[src/rtl/frac_uart_pkg.sv]
package frac_uart_pkg;

   localparam int BYTE_W = 8;
   localparam int CNT_W  = 4;

   typedef enum logic [1:0] {
      TX_IDLE  = 2'd0,
      TX_START = 2'd1,
      TX_DATA  = 2'd2,
      TX_STOP  = 2'd3
   } tx_state_e;

   typedef enum logic [1:0] {
      RX_IDLE  = 2'd0,
      RX_START = 2'd1,
      RX_DATA  = 2'd2,
      RX_STOP  = 2'd3
   } rx_state_e;

   function automatic logic [CNT_W-1:0] data_bits(input logic nine);
      return nine ? CNT_W'(9) : CNT_W'(8);
   endfunction

endpackage

[src/rtl/frac_bit_timer.sv]
module frac_bit_timer #(
   parameter int DIV_W  = 8,
   parameter int FRAC_W = 3
) (
   input  logic              clk,
   input  logic              rst_n,
   input  logic              run,
   input  logic              load,
   input  logic              half,
   input  logic [DIV_W-1:0]  div_int,
   input  logic [FRAC_W-1:0] div_frac,
   output logic              tick
);

   logic [DIV_W-1:0]  cnt_q;
   logic [FRAC_W-1:0] acc_q;
   logic [FRAC_W:0]   acc_sum;
   logic [DIV_W-1:0]  carry_ext;

   assign acc_sum   = {1'b0, acc_q} + {1'b0, div_frac};
   assign carry_ext = {{(DIV_W-1){1'b0}}, acc_sum[FRAC_W]};
   assign tick      = run && (cnt_q == '0);

   always_ff @(posedge clk or negedge rst_n) begin
      if (!rst_n) begin
         cnt_q <= '0;
         acc_q <= '0;
      end else if (load) begin
         if (half) begin
            cnt_q <= (div_int >> 1) - DIV_W'(1);
            acc_q <= '0;
         end else begin
            cnt_q <= div_int - DIV_W'(1);
            acc_q <= div_frac;
         end
      end else if (tick) begin
         cnt_q <= div_int - DIV_W'(1) + carry_ext;
         acc_q <= acc_sum[FRAC_W-1:0];
      end else if (run) begin
         cnt_q <= cnt_q - DIV_W'(1);
      end
   end

endmodule

[src/rtl/frac_uart_tx.sv]
module frac_uart_tx
   import frac_uart_pkg::*;
#(
   parameter int DIV_W  = 8,
   parameter int FRAC_W = 3
) (
   input  logic              clk,
   input  logic              rst_n,
   input  logic [DIV_W-1:0]  div_int,
   input  logic [FRAC_W-1:0] div_frac,
   input  logic              nine,
   input  logic              valid,
   output logic              ready,
   input  logic [BYTE_W-1:0] byte_in,
   input  logic              bit9_in,
   output logic              line
);

   tx_state_e        state_q;
   logic [BYTE_W:0]  shift_q;
   logic [CNT_W-1:0] sent_q;
   logic [CNT_W-1:0] nbits_q;
   logic             line_q;
   logic             accept;
   logic             tick;

   assign ready  = (state_q == TX_IDLE);
   assign accept = ready && valid;
   assign line   = line_q;

   frac_bit_timer #(.DIV_W(DIV_W), .FRAC_W(FRAC_W)) u_timer (
      .clk      (clk),
      .rst_n    (rst_n),
      .run      (state_q != TX_IDLE),
      .load     (accept),
      .half     (1'b0),
      .div_int  (div_int),
      .div_frac (div_frac),
      .tick     (tick)
   );

   always_ff @(posedge clk or negedge rst_n) begin
      if (!rst_n) begin
         state_q <= TX_IDLE;
         shift_q <= '0;
         sent_q  <= '0;
         nbits_q <= CNT_W'(8);
         line_q  <= 1'b1;
      end else begin
         case (state_q)
            TX_IDLE: begin
               if (valid) begin
                  shift_q <= {bit9_in, byte_in};
                  nbits_q <= data_bits(nine);
                  line_q  <= 1'b0;
                  state_q <= TX_START;
               end
            end
            TX_START: begin
               if (tick) begin
                  line_q  <= shift_q[0];
                  shift_q <= shift_q >> 1;
                  sent_q  <= CNT_W'(1);
                  state_q <= TX_DATA;
               end
            end
            TX_DATA: begin
               if (tick) begin
                  if (sent_q == nbits_q) begin
                     line_q  <= 1'b1;
                     state_q <= TX_STOP;
                  end else begin
                     line_q  <= shift_q[0];
                     shift_q <= shift_q >> 1;
                     sent_q  <= sent_q + CNT_W'(1);
                  end
               end
            end
            default: begin
               if (tick) state_q <= TX_IDLE;
            end
         endcase
      end
   end

endmodule

[src/rtl/frac_uart_rx.sv]
module frac_uart_rx
   import frac_uart_pkg::*;
#(
   parameter int DIV_W       = 8,
   parameter int FRAC_W      = 3,
   parameter int SYNC_STAGES = 2
) (
   input  logic              clk,
   input  logic              rst_n,
   input  logic [DIV_W-1:0]  div_int,
   input  logic [FRAC_W-1:0] div_frac,
   input  logic              nine,
   input  logic              line,
   output logic              valid,
   output logic [BYTE_W-1:0] byte_out,
   output logic              bit9_out,
   output logic              frame_err
);

   logic [SYNC_STAGES-1:0] sync_q;
   logic                   rxs;

   generate
      for (genvar s = 0; s < SYNC_STAGES; s++) begin : g_sync
         if (s == 0) begin : g_first
            always_ff @(posedge clk or negedge rst_n) begin
               if (!rst_n) sync_q[0] <= 1'b1;
               else        sync_q[0] <= line;
            end
         end else begin : g_next
            always_ff @(posedge clk or negedge rst_n) begin
               if (!rst_n) sync_q[s] <= 1'b1;
               else        sync_q[s] <= sync_q[s-1];
            end
         end
      end
   endgenerate

   assign rxs = sync_q[SYNC_STAGES-1];

   rx_state_e        state_q;
   logic [BYTE_W:0]  shift_q;
   logic [CNT_W-1:0] got_q;
   logic             nine_q;
   logic             valid_q;
   logic             err_q;
   logic [BYTE_W-1:0] byte_q;
   logic             bit9_q;
   logic             tick;
   logic             load;
   logic             half;

   always_comb begin
      load = 1'b0;
      half = 1'b0;
      if (state_q == RX_IDLE && !rxs) begin
         load = 1'b1;
         half = 1'b1;
      end else if (state_q == RX_START && tick && !rxs) begin
         load = 1'b1;
      end
   end

   frac_bit_timer #(.DIV_W(DIV_W), .FRAC_W(FRAC_W)) u_timer (
      .clk      (clk),
      .rst_n    (rst_n),
      .run      (state_q != RX_IDLE),
      .load     (load),
      .half     (half),
      .div_int  (div_int),
      .div_frac (div_frac),
      .tick     (tick)
   );

   always_ff @(posedge clk or negedge rst_n) begin
      if (!rst_n) begin
         state_q <= RX_IDLE;
         shift_q <= '0;
         got_q   <= '0;
         nine_q  <= 1'b0;
         valid_q <= 1'b0;
         err_q   <= 1'b0;
         byte_q  <= '0;
         bit9_q  <= 1'b0;
      end else begin
         valid_q <= 1'b0;
         err_q   <= 1'b0;
         case (state_q)
            RX_IDLE: begin
               if (!rxs) begin
                  nine_q  <= nine;
                  state_q <= RX_START;
               end
            end
            RX_START: begin
               if (tick) begin
                  got_q   <= '0;
                  state_q <= rxs ? RX_IDLE : RX_DATA;
               end
            end
            RX_DATA: begin
               if (tick) begin
                  shift_q <= {rxs, shift_q[BYTE_W:1]};
                  got_q   <= got_q + CNT_W'(1);
                  if (got_q == data_bits(nine_q) - CNT_W'(1)) state_q <= RX_STOP;
               end
            end
            default: begin
               if (tick) begin
                  state_q <= RX_IDLE;
                  if (rxs) begin
                     valid_q <= 1'b1;
                     if (nine_q) begin
                        byte_q <= shift_q[BYTE_W-1:0];
                        bit9_q <= shift_q[BYTE_W];
                     end else begin
                        byte_q <= shift_q[BYTE_W:1];
                        bit9_q <= 1'b0;
                     end
                  end else begin
                     err_q <= 1'b1;
                  end
               end
            end
         endcase
      end
   end

   assign valid     = valid_q;
   assign frame_err = err_q;
   assign byte_out  = byte_q;
   assign bit9_out  = bit9_q;

endmodule

[src/rtl/frac_uart.sv]
module frac_uart
   import frac_uart_pkg::*;
#(
   parameter int DIV_W       = 8,
   parameter int FRAC_W      = 3,
   parameter int SYNC_STAGES = 2
) (
   input  logic              clk,
   input  logic              rst_n,
   input  logic [DIV_W-1:0]  cfg_div_int,
   input  logic [FRAC_W-1:0] cfg_div_frac,
   input  logic              cfg_nine,
   input  logic              tx_valid,
   output logic              tx_ready,
   input  logic [7:0]        tx_byte,
   input  logic              tx_bit9,
   output logic              tx_line,
   input  logic              rx_line,
   output logic              rx_valid,
   output logic [7:0]        rx_byte,
   output logic              rx_bit9,
   output logic              rx_frame_err
);

   generate
      if (DIV_W < 3) begin : g_bad_div
         $error("frac_uart: DIV_W must be at least 3");
      end
      if (FRAC_W < 1) begin : g_bad_frac
         $error("frac_uart: FRAC_W must be at least 1");
      end
      if (SYNC_STAGES < 2) begin : g_bad_sync
         $error("frac_uart: SYNC_STAGES must be at least 2");
      end
   endgenerate

   frac_uart_tx #(.DIV_W(DIV_W), .FRAC_W(FRAC_W)) u_tx (
      .clk      (clk),
      .rst_n    (rst_n),
      .div_int  (cfg_div_int),
      .div_frac (cfg_div_frac),
      .nine     (cfg_nine),
      .valid    (tx_valid),
      .ready    (tx_ready),
      .byte_in  (tx_byte),
      .bit9_in  (tx_bit9),
      .line     (tx_line)
   );

   frac_uart_rx #(.DIV_W(DIV_W), .FRAC_W(FRAC_W), .SYNC_STAGES(SYNC_STAGES)) u_rx (
      .clk       (clk),
      .rst_n     (rst_n),
      .div_int   (cfg_div_int),
      .div_frac  (cfg_div_frac),
      .nine      (cfg_nine),
      .line      (rx_line),
      .valid     (rx_valid),
      .byte_out  (rx_byte),
      .bit9_out  (rx_bit9),
      .frame_err (rx_frame_err)
   );

endmodule

[config.mk]
export PLATFORM = sky130hd
export DESIGN_NAME = frac_uart
export DESIGN_NICKNAME = d
export VERILOG_FILES = /design/src/rtl/frac_uart_pkg.sv /design/src/rtl/frac_bit_timer.sv /design/src/rtl/frac_uart_tx.sv /design/src/rtl/frac_uart_rx.sv /design/src/rtl/frac_uart.sv
export SDC_FILE = /design/constraint.sdc
export NUM_CORES = 1
export LEC_CHECK = 0
export ABC_AREA = 1
export BUFFER_PORTS_ARGS = -buffer_cell sky130_fd_sc_hd__buf_2
export CORE_AREA = 2 2 93 140
export CTS_CLUSTER_DIAMETER = 100
export DETAILED_ROUTE_END_ITERATION = 8
export DIE_AREA = 0 0 95 142
export REMOVE_ABC_BUFFERS = 1
export SYNTH_ARGS = -nofsm -noshare
export SYNTH_HDL_FRONTEND = slang
export SYNTH_SLANG_ARGS = --single-unit
[constraint.sdc]
create_clock -name clk -period 5.25 [get_ports clk]
set_clock_uncertainty 0.15 [all_clocks]
set_input_delay 0 -clock clk [delete_from_list [all_inputs] [get_ports clk]]
set_output_delay 0 -clock clk [all_outputs]
set_load 0.02 [all_outputs]
==> results of run 1 <==
-- Yosys cell counts (3+ instances only) --
library cell,count
nor2_1,54
nand2_2,9
a21oi_1,11
o211ai_1,6
nor2_4,5
o21ai_1,4
o2111ai_1,3
ha_1,27
inv_2,4
buf_6,4
a22oi_1,3
nor2_2,7
xor2_1,11
nand2_1,147
nor3_1,7
o22ai_1,5
dfrtp_1,65
nand4_1,7
nand2_4,3
o21a_1,17
inv_1,63
clkbuf_1,4
dfstp_2,3
nand3_1,41
xnor2_1,6
o21ai_0,56
-- worst max-delay path, cell delays in order, from the launching register on --
cell and delay [ns]:
dfrtp_1 0.40, inv_1 0.10, ha_1 0.26, nand2_2 0.27, inv_1 0.18, o21ai_1 0.62, inv_1 0.22, nor2_1 0.13
o21ai_1 0.07, a21oi_1 0.14
-- layout make-up --
type	instances	area, µm²	share of cell area
clock buffer	9	225.2	0.04168
clock inverter	7	80.08	0.01482
inverter	68	255.2	0.04723
multi-input combinational	450	2540	0.4700
sequential	68	1705	0.3156
tap	156	195.2	0.03612
timing repair buffer	59	402.9	0.07455
-- stage by stage --
| step | setup WS, ns | util |
|---|---|---|
| after detailed placement | 2.673 | 0.3967 |
| after floorplan | 3.135 | - |
| after global placement | 2.785 | 0.3967 |
| after CTS | 2.639 | 0.4385 |
| final | 2.644 | 0.4385 |
| after global routing | 2.345 | 0.4385 |
-- report_power, final --
part	leakage (µW)	switching, µW	internal (µW)
Combinational	0.00157	603	404
Clock	0.000143	263	375
Sequential	0.000852	125	671
Total	0.00257	991	1450
-- cells by family after synthesis --
kind of cell             count (synthesis)  share of synthesized area
AO/OA/AOI/OAI                          118                     0.1561
XOR/XNOR                                17                    0.03252
adder cells (fa/ha/maj)                 29                    0.08254
buffers and inverters                   79                    0.07270
flip-flops                              68                     0.3725
AND/OR/NAND/NOR                        286                     0.2837
-- how the worst max path moves through the flow --
stage,startpoint,endpoint,depth (start not counted)
2_1_floorplan,u_rx.state_q[0],u_rx.u_timer.cnt_q[4],9
3_3_place_gp,u_rx.state_q[0],u_rx.u_timer.cnt_q[4],9
3_5_place_dp,u_rx.state_q[0],u_rx.u_timer.cnt_q[4],9
4_1_cts,u_rx.state_q[0],u_rx.u_timer.cnt_q[4],9
5_1_grt,u_rx.state_q[0],u_rx.u_timer.cnt_q[4],9
6_report,u_rx.state_q[0],u_rx.u_timer.cnt_q[4],9
-- sequential cells by signal (all words and copies together) (netlist names), 2 cells and up --
register            flops
u_rx.u_timer.acc_q      3
u_tx.sent_q             4
u_rx.byte_out           8
u_rx.state_q            2
u_tx.u_timer.cnt_q      8
u_rx.shift_q            9
u_tx.shift_q            9
u_tx.u_timer.acc_q      3
u_rx.got_q              4
u_tx.state_q            2
u_rx.u_timer.cnt_q      8
-- metal layers --
| metal | routed length [µm] | share of wire | up-vias |
|---|---|---|---|
| met5 | 0 | 0 | - |
| met2 | 5781 | 0.53 | 53 |
| met3 | 271 | 0.025 | 25 |
| met1 | 4531 | 0.42 | 1910 |
| li1 | - | - | 2089 |
| met4 | 274 | 0.025 | 0 |
-- layout by cell type (no fill, tap or decap), types with 3 or more instances in the layout --
cell | synthesis | routed
a21oi_1 | 11 | 11
a22oi_1 | 3 | 3
buf_2 | 2 | 37
clkbuf_16 | 0 | 9
dfrtp_1 | 65 | 65
dfstp_2 | 3 | 3
dlygate4sd3_1 | 0 | 21
ha_1 | 27 | 27
inv_1 | 63 | 63
inv_2 | 4 | 4
inv_6 | 0 | 4
nand2_1 | 147 | 147
nand2_2 | 9 | 9
nand2_4 | 3 | 3
nand3_1 | 41 | 41
nand4_1 | 7 | 7
nor2_1 | 54 | 54
nor2_2 | 7 | 7
nor2_4 | 5 | 5
nor3_1 | 7 | 7
o2111ai_1 | 3 | 3
o211ai_1 | 6 | 6
o21a_1 | 17 | 17
o21ai_0 | 56 | 56
o21ai_1 | 4 | 4
o22ai_1 | 5 | 5
xnor2_1 | 6 | 6
xor2_1 | 11 | 11
==> run_results.csv, run 1 <==
group,metric,value,unit
timing,hold_ws,0.05416,ns
clock_network,clkTransAtPathRegs,0.06,ns
placed_design,placed_area,0.004888,mm²
global_routing,overflow,0,
routing,num_vias,4077,
routing,viasPerCell,4.990,
die,die_w,95,µm
layout,num_antenna_cells,0,
layout,fillers,1246,
placed_design,hpwl,8.031,mm
logic_synthesis,synth-seq-cells,68,
setup_path,reg2reg_depth,9,
clock_network,cts_root_buffer,"clkbuf_16",
global_routing,grt_pass1_vias,4149,
job,drv_cap,0,
routing,ant_nets,0,
die,core,0.01232,mm²
global_routing,top_usage_layer,"met2",
global_routing,use_met3,0.03708,
placed_design,dp.cells,780,
layout,final_area,0.005404,mm²
routing,drt_iter0_markers,165,
setup_path,rr_endpoint,"u_rx.u_timer.cnt_q[4]",
global_routing,met2_usage,0.3244,
clock_network,post_cts_resized,0,
power,p_leak,0.002569,µW
die,design.die.area,0.01349,mm²
logic_synthesis,synth_cells,597,
setup_path,arrival,2.72,ns
placed_design,io_buffers,37,
setup_path,reg2reg_slack,2.64,ns
timing,fin_crit_sh,0.4964,
min_path,holdPathEnd,"u_tx.u_timer.cnt_q[2]",
status,outcome,"finished clean",
global_routing,antenna_found_initial,0,
logic_synthesis,yosysTopAreaCellShare,0.3553,
logic_synthesis,syn_area_per_cell,7.669,µm²
timing,final_max_slew_viol_count,0,
logic_synthesis,ys.flop_type,"dfrtp_1",
power,power.density,451.7,mW/mm²
layout,drive_gt1_frac,0.1422,
routing,dr.pass1.iters,5,
layout,area_growth,18.04,%
power,power,2441,µW
clock_network,post_cts_buffers,0,
clock_network,worstSkewPairLatency,0.35,ns
global_routing,track_usage,0.1772,
routing,drc_errors,0,
min_path,worstHoldPathCells,5,
layout,final_cells,817,
clock_network,numCtsBuffers,9,
timing,max_slew_margin,0.4175,
timing,rsz0062_at_grt,"false",
placed_design,gp_congestion,0.8415,
logic_synthesis,synth.largest_area_cell,"dfrtp_1",
setup_path,end_kind,"register",
setup_path,crit_fanout,18,
min_path,hp-class,"input port to register",
logic_synthesis,synth_cell_types,44,
layout,final_nets,710,
logic_synthesis,async_flop_share,1.000,
setup_path,crit_type,"register to register",
clock_network,cts_tree,"done",
logic_synthesis,netlist_area,0.004578,mm²
timing,tns,0,ns
clock_network,cts_hold_buffers,21,
clock_network,htree_levels,3,
global_routing,met1_usage,0.1983,
timing,finalSetupViolations,0,
logic_synthesis,ys_seq_area_frac,0.3725,
timing,min_period,2.606,ns
die,row_count,50,
global_routing,grt_pass1_wl,18.87,mm
routing,wl_per_cell,13.29,µm
global_routing,grt_start_max_net_pins,69,
die,start_util,0.3715,
min_path,hp-start,"cfg_div_int[2]",
timing,fmax,383.7,MHz
die,pin_count,38,
routing,routed_wl,10.86,mm
power,ir_drop,292.1,µV
timing,hold_viol_final,0,
logic_synthesis,synth_area_leaders,"dfrtp_1 36%, nand2_1 12%, ha_1 7.4%",
setup_path,reg2reg_from,"u_rx.state_q[0]",
logic_synthesis,synth_edf_count,0,
clock_network,cts.sinks,68,
setup_path,cp.required,5.36,ns
logic_synthesis,ys_warn_count,0,
timing,tightest_slew,0.8738,ns
die,chipHeight,142,µm
clock_network,clk_path_buf_depth,2,
setup_path,start_kind,"register",
Power figures use the tool's default switching activity.
==> inputs of run 2 (changes only) <==
--- a/config.mk
+++ b/config.mk
@@ -5,12 +5,12 @@
 export SDC_FILE = /design/constraint.sdc
 export NUM_CORES = 1
 export LEC_CHECK = 0
-export ABC_AREA = 1
+export ABC_AREA = 0
 export BUFFER_PORTS_ARGS = -buffer_cell sky130_fd_sc_hd__buf_2
-export CORE_AREA = 2 2 93 140
+export CORE_AREA = 2 2 91 137
 export CTS_CLUSTER_DIAMETER = 100
 export DETAILED_ROUTE_END_ITERATION = 8
-export DIE_AREA = 0 0 95 142
+export DIE_AREA = 0 0 93 139
 export REMOVE_ABC_BUFFERS = 1
 export SYNTH_ARGS = -nofsm -noshare
 export SYNTH_HDL_FRONTEND = slang
==> constraint.sdc (replaced) <==
create_clock -name clk -period 2.22 [get_ports clk]
set_clock_uncertainty 0.15 [all_clocks]
set_input_delay 0 -clock clk [delete_from_list [all_inputs] [get_ports clk]]
set_output_delay 0 -clock clk [all_outputs]
set_load 0.02 [all_outputs]
==> run 2 against run 1 <==
Net effect: the flow now finishes with violations (setup timing); worst setup slack worse by 2.9 ns; hold slack worse by 0.020 ns; register-to-register slack worse by 2.9 ns; final cell count down 6.1%; clock-buffer cell count unchanged; maximum frequency up 7.4%; via count about the same; largest power group unchanged.
==> run_results.csv, run 2 <==
group,metric,value,unit
die,chipHeight,139,µm
layout,final_nets,663,
min_path,hp-start,"cfg_div_frac[1]",
layout,area_growth,42.62,%
layout,fillers,1083,
routing,dr.pass1.iters,6,
layout,num_antenna_cells,0,
power,swShare,0.3971,
min_path,hp-class,"input port to register",
setup_path,reg2reg_slack,-0.21,ns
placed_design,gp_congestion,0.8583,
power,pwr-share-seq,0.277,
timing,rsz0062_at_grt,"true",
layout,drive_gt1_frac,0.3648,
clock_network,cts_root_buffer,"clkbuf_16",
clock_network,htree_levels,3,
setup_path,cp_slowest_cell,"or4_4",
logic_synthesis,netlist_area,0.004380,mm²
layout,layout_commonest_cell,"dfrtp_1",
logic_synthesis,synth_cell_types,54,
timing,tightest_slew,0.6681,ns
global_routing,overflow,0,
job,drv_cap,0,
setup_path,cp.required,2.30,ns
logic_synthesis,synth_area_leaders,"dfrtp_1 37%, ha_1 7.7%, nand2_1 4.9%",
setup_path,slowest_delay,0.56,ns
logic_synthesis,synth-seq-cells,68,
setup_path,crit_fanout,7,
global_routing,grt_pass1_wl,19.32,mm
logic_synthesis,synth_edf_count,0,
routing,ant_nets,0,
logic_synthesis,ys_seq_area_frac,0.3893,
power,power.density,1054,mW/mm²
die,die_w,93,µm
global_routing,antenna_found_initial,0,
die,pin_count,38,
timing,hold_viol_final,0,
logic_synthesis,synth_cells,486,
die,start_util,0.3721,
routing,viasPerCell,5.318,
clock_network,cts.sinks,68,
timing,fin_ws,-0.2074,ns
layout,reg.largest.list,"u_rx.shift_q: 9 flops, u_tx.shift_q: 9 flops",
logic_synthesis,syn_area_per_cell,9.013,µm²
timing,final_max_slew_viol_count,0,
routing,wl_per_cell,15.88,µm
global_routing,grt_pass1_vias,4140,
timing,finalSetupViolations,48,
power,power.switching,2616,µW
timing,min_period,2.427,ns
timing,max_slew_margin,0.5546,
die,row_count,49,
die,design.die.area,0.01293,mm²
setup_path,end_kind,"register",
setup_path,crit_path_frequent_cell,"or4_4",
setup_path,arrival,2.51,ns
setup_path,path_buf_inv,1,
logic_synthesis,ys.flop_type,"dfrtp_1",
logic_synthesis,ys_warn_count,0,
power,internal_power,3972,µW
power,power,6587,µW
setup_path,reg2reg_depth,7,
layout,final_cell_mix,"65 x dfrtp_1, 60 x buf_4, 39 x nand2_1",
clock_network,numCtsBuffers,9,
global_routing,track_usage,0.1851,
power,combPwrFrac,0.496,
routing,num_vias,4079,
clock_network,clk_path_buf_depth,2,
min_path,worstHoldPathCells,4,
routing,drc_errors,0,
power,clock_power_share,0.227,
placed_design,io_buffers,37,
timing,tns,-4.744,ns
logic_synthesis,yosysTopAreaCellShare,0.3713,
routing,routed_wl,12.18,mm
logic_synthesis,async_flop_share,1.000,
logic_synthesis,synth.largest_area_cell,"dfrtp_1",
placed_design,hpwl,8.108,mm
status,violations,"setup timing",
setup_path,path_cells,"or4_4 > or4_4 > a21oi_4 > buf_12 > nand2b_4 > nor4_2 > a21o_1",
timing,fin_crit_sh,1.093,
setup_path,rr_endpoint,"u_tx.sent_q[3]",
status,outcome,"finished, violations left",
min_path,holdPathEnd,"u_tx.u_timer.acc_q[1]",
layout,fin_util,0.5307,
clock_network,worstSkewPairLatency,0.34,ns
global_routing,grt_start_max_net_pins,69,
setup_path,crit_type,"register to register",
placed_design,pre_cts_ws,-0.2468,ns
clock_network,clkTransAtPathRegs,0.06,ns
power,ir_drop,694.0,µV
placed_design,placed_area,0.005141,mm²
setup_path,reg2reg_from,"u_tx.u_timer.cnt_q[3]",
clock_network,cts_tree,"done",
timing,fmax,412.0,MHz
layout,final_area,0.006247,mm²
logic_synthesis,ys_top_cells_by_count,"65 x dfrtp_1, 57 x nand2_1, 39 x nor2_1",
logic_synthesis,synth_most_common_cell,"dfrtp_1",
power,p_leak,0.002828,µW
setup_path,crit_family,"simple AND/OR/NAND/NOR gates",
routing,drt_iter0_markers,267,
die,core,0.01177,mm²
setup_path,start_kind,"register",
## run 2: cell count changes after synthesis, sizes merged, moves of 20 or more
cell   before  now
inv        67   23
nand2     159   57
mux2i       0   20
a21oi      11   34
nor2       66   39
nand3      41    9
## run 2: layout make-up
type,count,area (µm²),area share
sequential,68,1705,0.2730
timing repair buffer,131,1028,0.1646
clock inverter,7,80.08,0.01282
inverter,23,86.33,0.01382
clock buffer,9,225.2,0.03605
tap,153,191.4,0.03064
multi-input combinational,376,2930,0.4691
## run 2: timing repair
action                                  CTS  global route
endpoints found under the hold margin    88             0
hold buffers                             19             0
pin swaps                                27            38
endpoints found under the setup margin   54            59
gates cloned                              2             4
resized for setup                        59            67
buffers inserted                          4             9
## run 2: cells by family after synthesis
kind of cell | count (synthesis) | synth area share
AOI/OAI and AO/OA | 120 | 0.1677
xor gates and xnor gates | 32 | 0.06398
adders and majority gates | 29 | 0.08626
buffers and inverters | 45 | 0.04198
DFF | 68 | 0.3893
muxes | 32 | 0.07655
and+or+nand+nor | 160 | 0.1742
## run 2: power by group through the flow
stage                     Clock [µW]  Sequential [µW]  Combinational [µW]
final                           1500             1830                3270
after global routing            1560             1870                3590
after CTS                       1520             1810                2890
after detailed placement           0             1820                2690
after global placement             0             1810                2630
after floorplan                    0             1860                1670
## run 2: worst max path at each step
stage / startpoint / cells past startpoint / slack [ns] / endpoint
2_1_floorplan: u_rx.u_timer.cnt_q[5] / 4 / -1.33 / u_rx.shift_q[0]
3_3_place_gp: u_rx.u_timer.acc_q[1] / 10 / -0.18 / u_rx.u_timer.cnt_q[2]
3_5_place_dp: u_rx.u_timer.acc_q[1] / 10 / -0.25 / u_rx.u_timer.cnt_q[2]
4_1_cts: u_tx.u_timer.cnt_q[4] / 6 / -0.10 / u_tx.shift_q[8]
5_1_grt: u_tx.u_timer.cnt_q[3] / 7 / -0.26 / u_tx.shift_q[2]
6_report: u_tx.u_timer.cnt_q[3] / 7 / -0.21 / u_tx.sent_q[3]
## run 2: per-layer routing
layer / vias to the layer above / part of all wire / track usage
li1: 1966 / - / -
met1: 2005 / 0.41 / 0.2131
met2: 79 / 0.53 / 0.3268
met3: 29 / 0.024 / 0.03315
met4: 0 / 0.035 / 0.08746
met5: - / 0 / 0
## run 2: metrics by stage
| step | instances | hold WS [ns] |
|---|---|---|
| finish | 767 | 0.03402 |
| CTS | 754 | 0.01820 |
| detailed placement | 714 | -0.09702 |
| global placement | 714 | -0.09930 |
| global route | 767 | 0.07595 |
| floorplan | 464 | -0.4456 |
## run 2: worst min-delay path, delay by kind of cell
kind	cells	cell delay (ns)
buffers and inverters	2	0.29
AOI/OAI and AO/OA	2	0.19
==> inputs of run 3 (changes only) <==
--- a/config.mk
+++ b/config.mk
@@ -7,10 +7,11 @@
 export LEC_CHECK = 0
 export ABC_AREA = 0
 export BUFFER_PORTS_ARGS = -buffer_cell sky130_fd_sc_hd__buf_2
-export CORE_AREA = 2 2 91 137
+export CORE_AREA = 2 2 89 134
 export CTS_CLUSTER_DIAMETER = 100
 export DETAILED_ROUTE_END_ITERATION = 8
-export DIE_AREA = 0 0 93 139
+export DIE_AREA = 0 0 91 136
+export GPL_TIMING_DRIVEN = 0
 export REMOVE_ABC_BUFFERS = 1
 export SYNTH_ARGS = -nofsm -noshare
 export SYNTH_HDL_FRONTEND = slang
==> run 3 against run 2 <==
Net effect: the flow still finishes with violations (setup timing); worst setup slack worse by 0.0046 ns; critical path type unchanged; global-route usage grew 0.28 points; sequential share of layout area rose by 1.4 points; hold slack got worse by 0.0022 ns; maximum frequency decreased by 0.19%; register-to-register slack hardly changed.
==> run_results.csv, run 3 (synthesis results as in run 2) <==
group,metric,value,unit
die,chipHeight,136,µm
die,row_count,48,
timing,fmax,411.2,MHz
global_routing,grt_pass1_wl,18.55,mm
job,drv_cap,0,
clock_network,htree_levels,3,
routing,viasPerCell,5.437,
timing,fin_crit_sh,1.095,
timing,final_max_slew_viol_count,0,
power,ir_drop,609.4,µV
layout,reg.largest.list,"u_rx.shift_q: 9 flops, u_tx.shift_q: 9 flops",
layout,fillers,1065,
min_path,hp-class,"input port to async pin",
die,design.die.area,0.01238,mm²
global_routing,top_usage_layer,"met2",
timing,rsz0062_at_grt,"true",
clock_network,clkTransAtPathRegs,0.06,ns
die,start_util,0.3880,
clock_network,numCtsBuffers,9,
placed_design,gp_congestion,0.8523,
setup_path,arrival,2.51,ns
routing,dr.pass1.iters,4,
die,die_w,91,µm
global_routing,met2_usage,0.3449,
routing,num_vias,3904,
setup_path,crit_type,"register to register",
power,power,6433,µW
status,violations,"setup timing",
layout,final_cell_mix,"63 x dfrtp_1, 48 x nand2_1, 36 x buf_2",
setup_path,start_kind,"register",
die,pin_count,38,
placed_design,placed_area,0.004707,mm²
layout,area_growth,35.90,%
timing,finalSetupViolations,20,
routing,routed_wl,11.58,mm
layout,layout_commonest_cell,"dfrtp_1",
layout,final-seq-area,0.001708,mm²
global_routing,antenna_found_initial,0,
routing,wl_per_cell,16.13,µm
power,power.density,1081,mW/mm²
layout,multi_input_area,0.003003,mm²
timing,min_period,2.432,ns
setup_path,crit_fanout,6,
timing,max_slew_margin,0.4857,
routing,drt_iter0_markers,203,
clock_network,cts_root_buffer,"clkbuf_16",
global_routing,use_met3,0.03991,
layout,drive_gt1_frac,0.3099,
placed_design,io_buffers,37,
clock_network,clk_path_buf_depth,2,
global_routing,met1_usage,0.2050,
setup_path,cp.required,2.30,ns
setup_path,end_kind,"register",
global_routing,overflow,0,
layout,final_nets,617,
routing,drc_errors,0,
layout,num_antenna_cells,0,
routing,ant_nets,0,
global_routing,grt_pass1_vias,3788,
timing,tightest_slew,0.7714,ns
clock_network,worstSkewPairLatency,0.34,ns
global_routing,track_usage,0.1879,
clock_network,cts.sinks,68,
timing,fin_ws,-0.2120,ns
power,p_leak,0.002582,µW
die,core,0.01129,mm²
layout,final_area,0.005953,mm²
placed_design,hpwl,7.379,mm
status,outcome,"finished, violations left",
global_routing,grt_start_max_net_pins,57,
timing,hold_viol_final,0,
clock_network,cts_tree,"done",
==> run 3: cell types whose count changed in the layout (fill, tap and decap cells not counted), moves of 3 or more <==
cell | before | now
nand2_1 | 39 | 48
o21ai_1 | 20 | 17
buf_4 | 60 | 16
ha_4 | 3 | 6
nand2_2 | 13 | 5
nor3_2 | 6 | 3
buf_6 | 10 | 6
nor3_1 | 10 | 13
==> run 3: timing repair <==
item,4_1_cts,5_1_grt
buffers inserted,17,5
hold buffers,21,0
hold endpoints to repair,90,0
cloned,3,2
resized for setup,44,78
setup endpoints to repair,62,59
pin swaps,24,41
==> run 3: cell type report <==
cell class                 count  area share
clock buffer                   9     0.03783
clock inverter                 7     0.01387
inverter                      23     0.01450
multi-input combinational    378      0.5044
sequential                    68      0.2869
tap                          150     0.03153
timing repair buffer          83      0.1110
==> run 3: through the flow <==
stage	std cells	hold slack (ns)	setup slack, ns	util	TNS (ns)
floorplan	464	-0.4456	-1.328	-	-39.58
global placement	651	-0.03616	-2.783	0.4123	-89.81
detailed placement	654	-0.2725	-0.6311	0.4169	-23.84
CTS	711	0.02053	-0.1594	0.4936	-2.607
global route	718	0.06065	-0.2314	0.5273	-4.507
finish	718	0.03184	-0.2120	0.5273	-2.253
==> run 3: final timing paths <==
check                                      start                    end  slack, ns  cells past startpoint
setup reg to reg           u_tx.u_timer.cnt_q[2]         u_tx.sent_q[3]      -0.21                      7
hold / removal                             rst_n  u_tx.u_timer.cnt_q[1]       0.03                      3
setup / recovery           u_tx.u_timer.cnt_q[2]         u_tx.sent_q[3]      -0.21                      7
hold reg to reg                   u_rx.sync_q[0]               u_rx.rxs       0.22                      0
max in group asynchronous                  rst_n  u_tx.u_timer.cnt_q[0]       0.85                      3
min in group clk                  cfg_div_int[4]  u_rx.u_timer.cnt_q[3]       0.03                      4
==> run 3: layer usage <==
layer | wire [µm] | vias up
met1 | 4538 | 1909
met5 | 0 | -
met4 | 417 | 0
met3 | 372 | 35
li1 | - | 1880
met2 | 6252 | 80
==> run 3: critical path: stages, from the launching register on <==
cell and delay [ns]:
dfrtp_2 0.43, or4_4 0.59, or4_4 0.47, a21oi_4 0.20
buf_12 0.15, nand2b_4 0.13, nor4_2 0.04, a21o_1 0.15
==> run 3: power by group <==
part	internal, µW	switching, µW	leakage [µW]
logic	1360	1620	0.00158
clock network	890	628	0.000145
registers	1570	361	0.000861
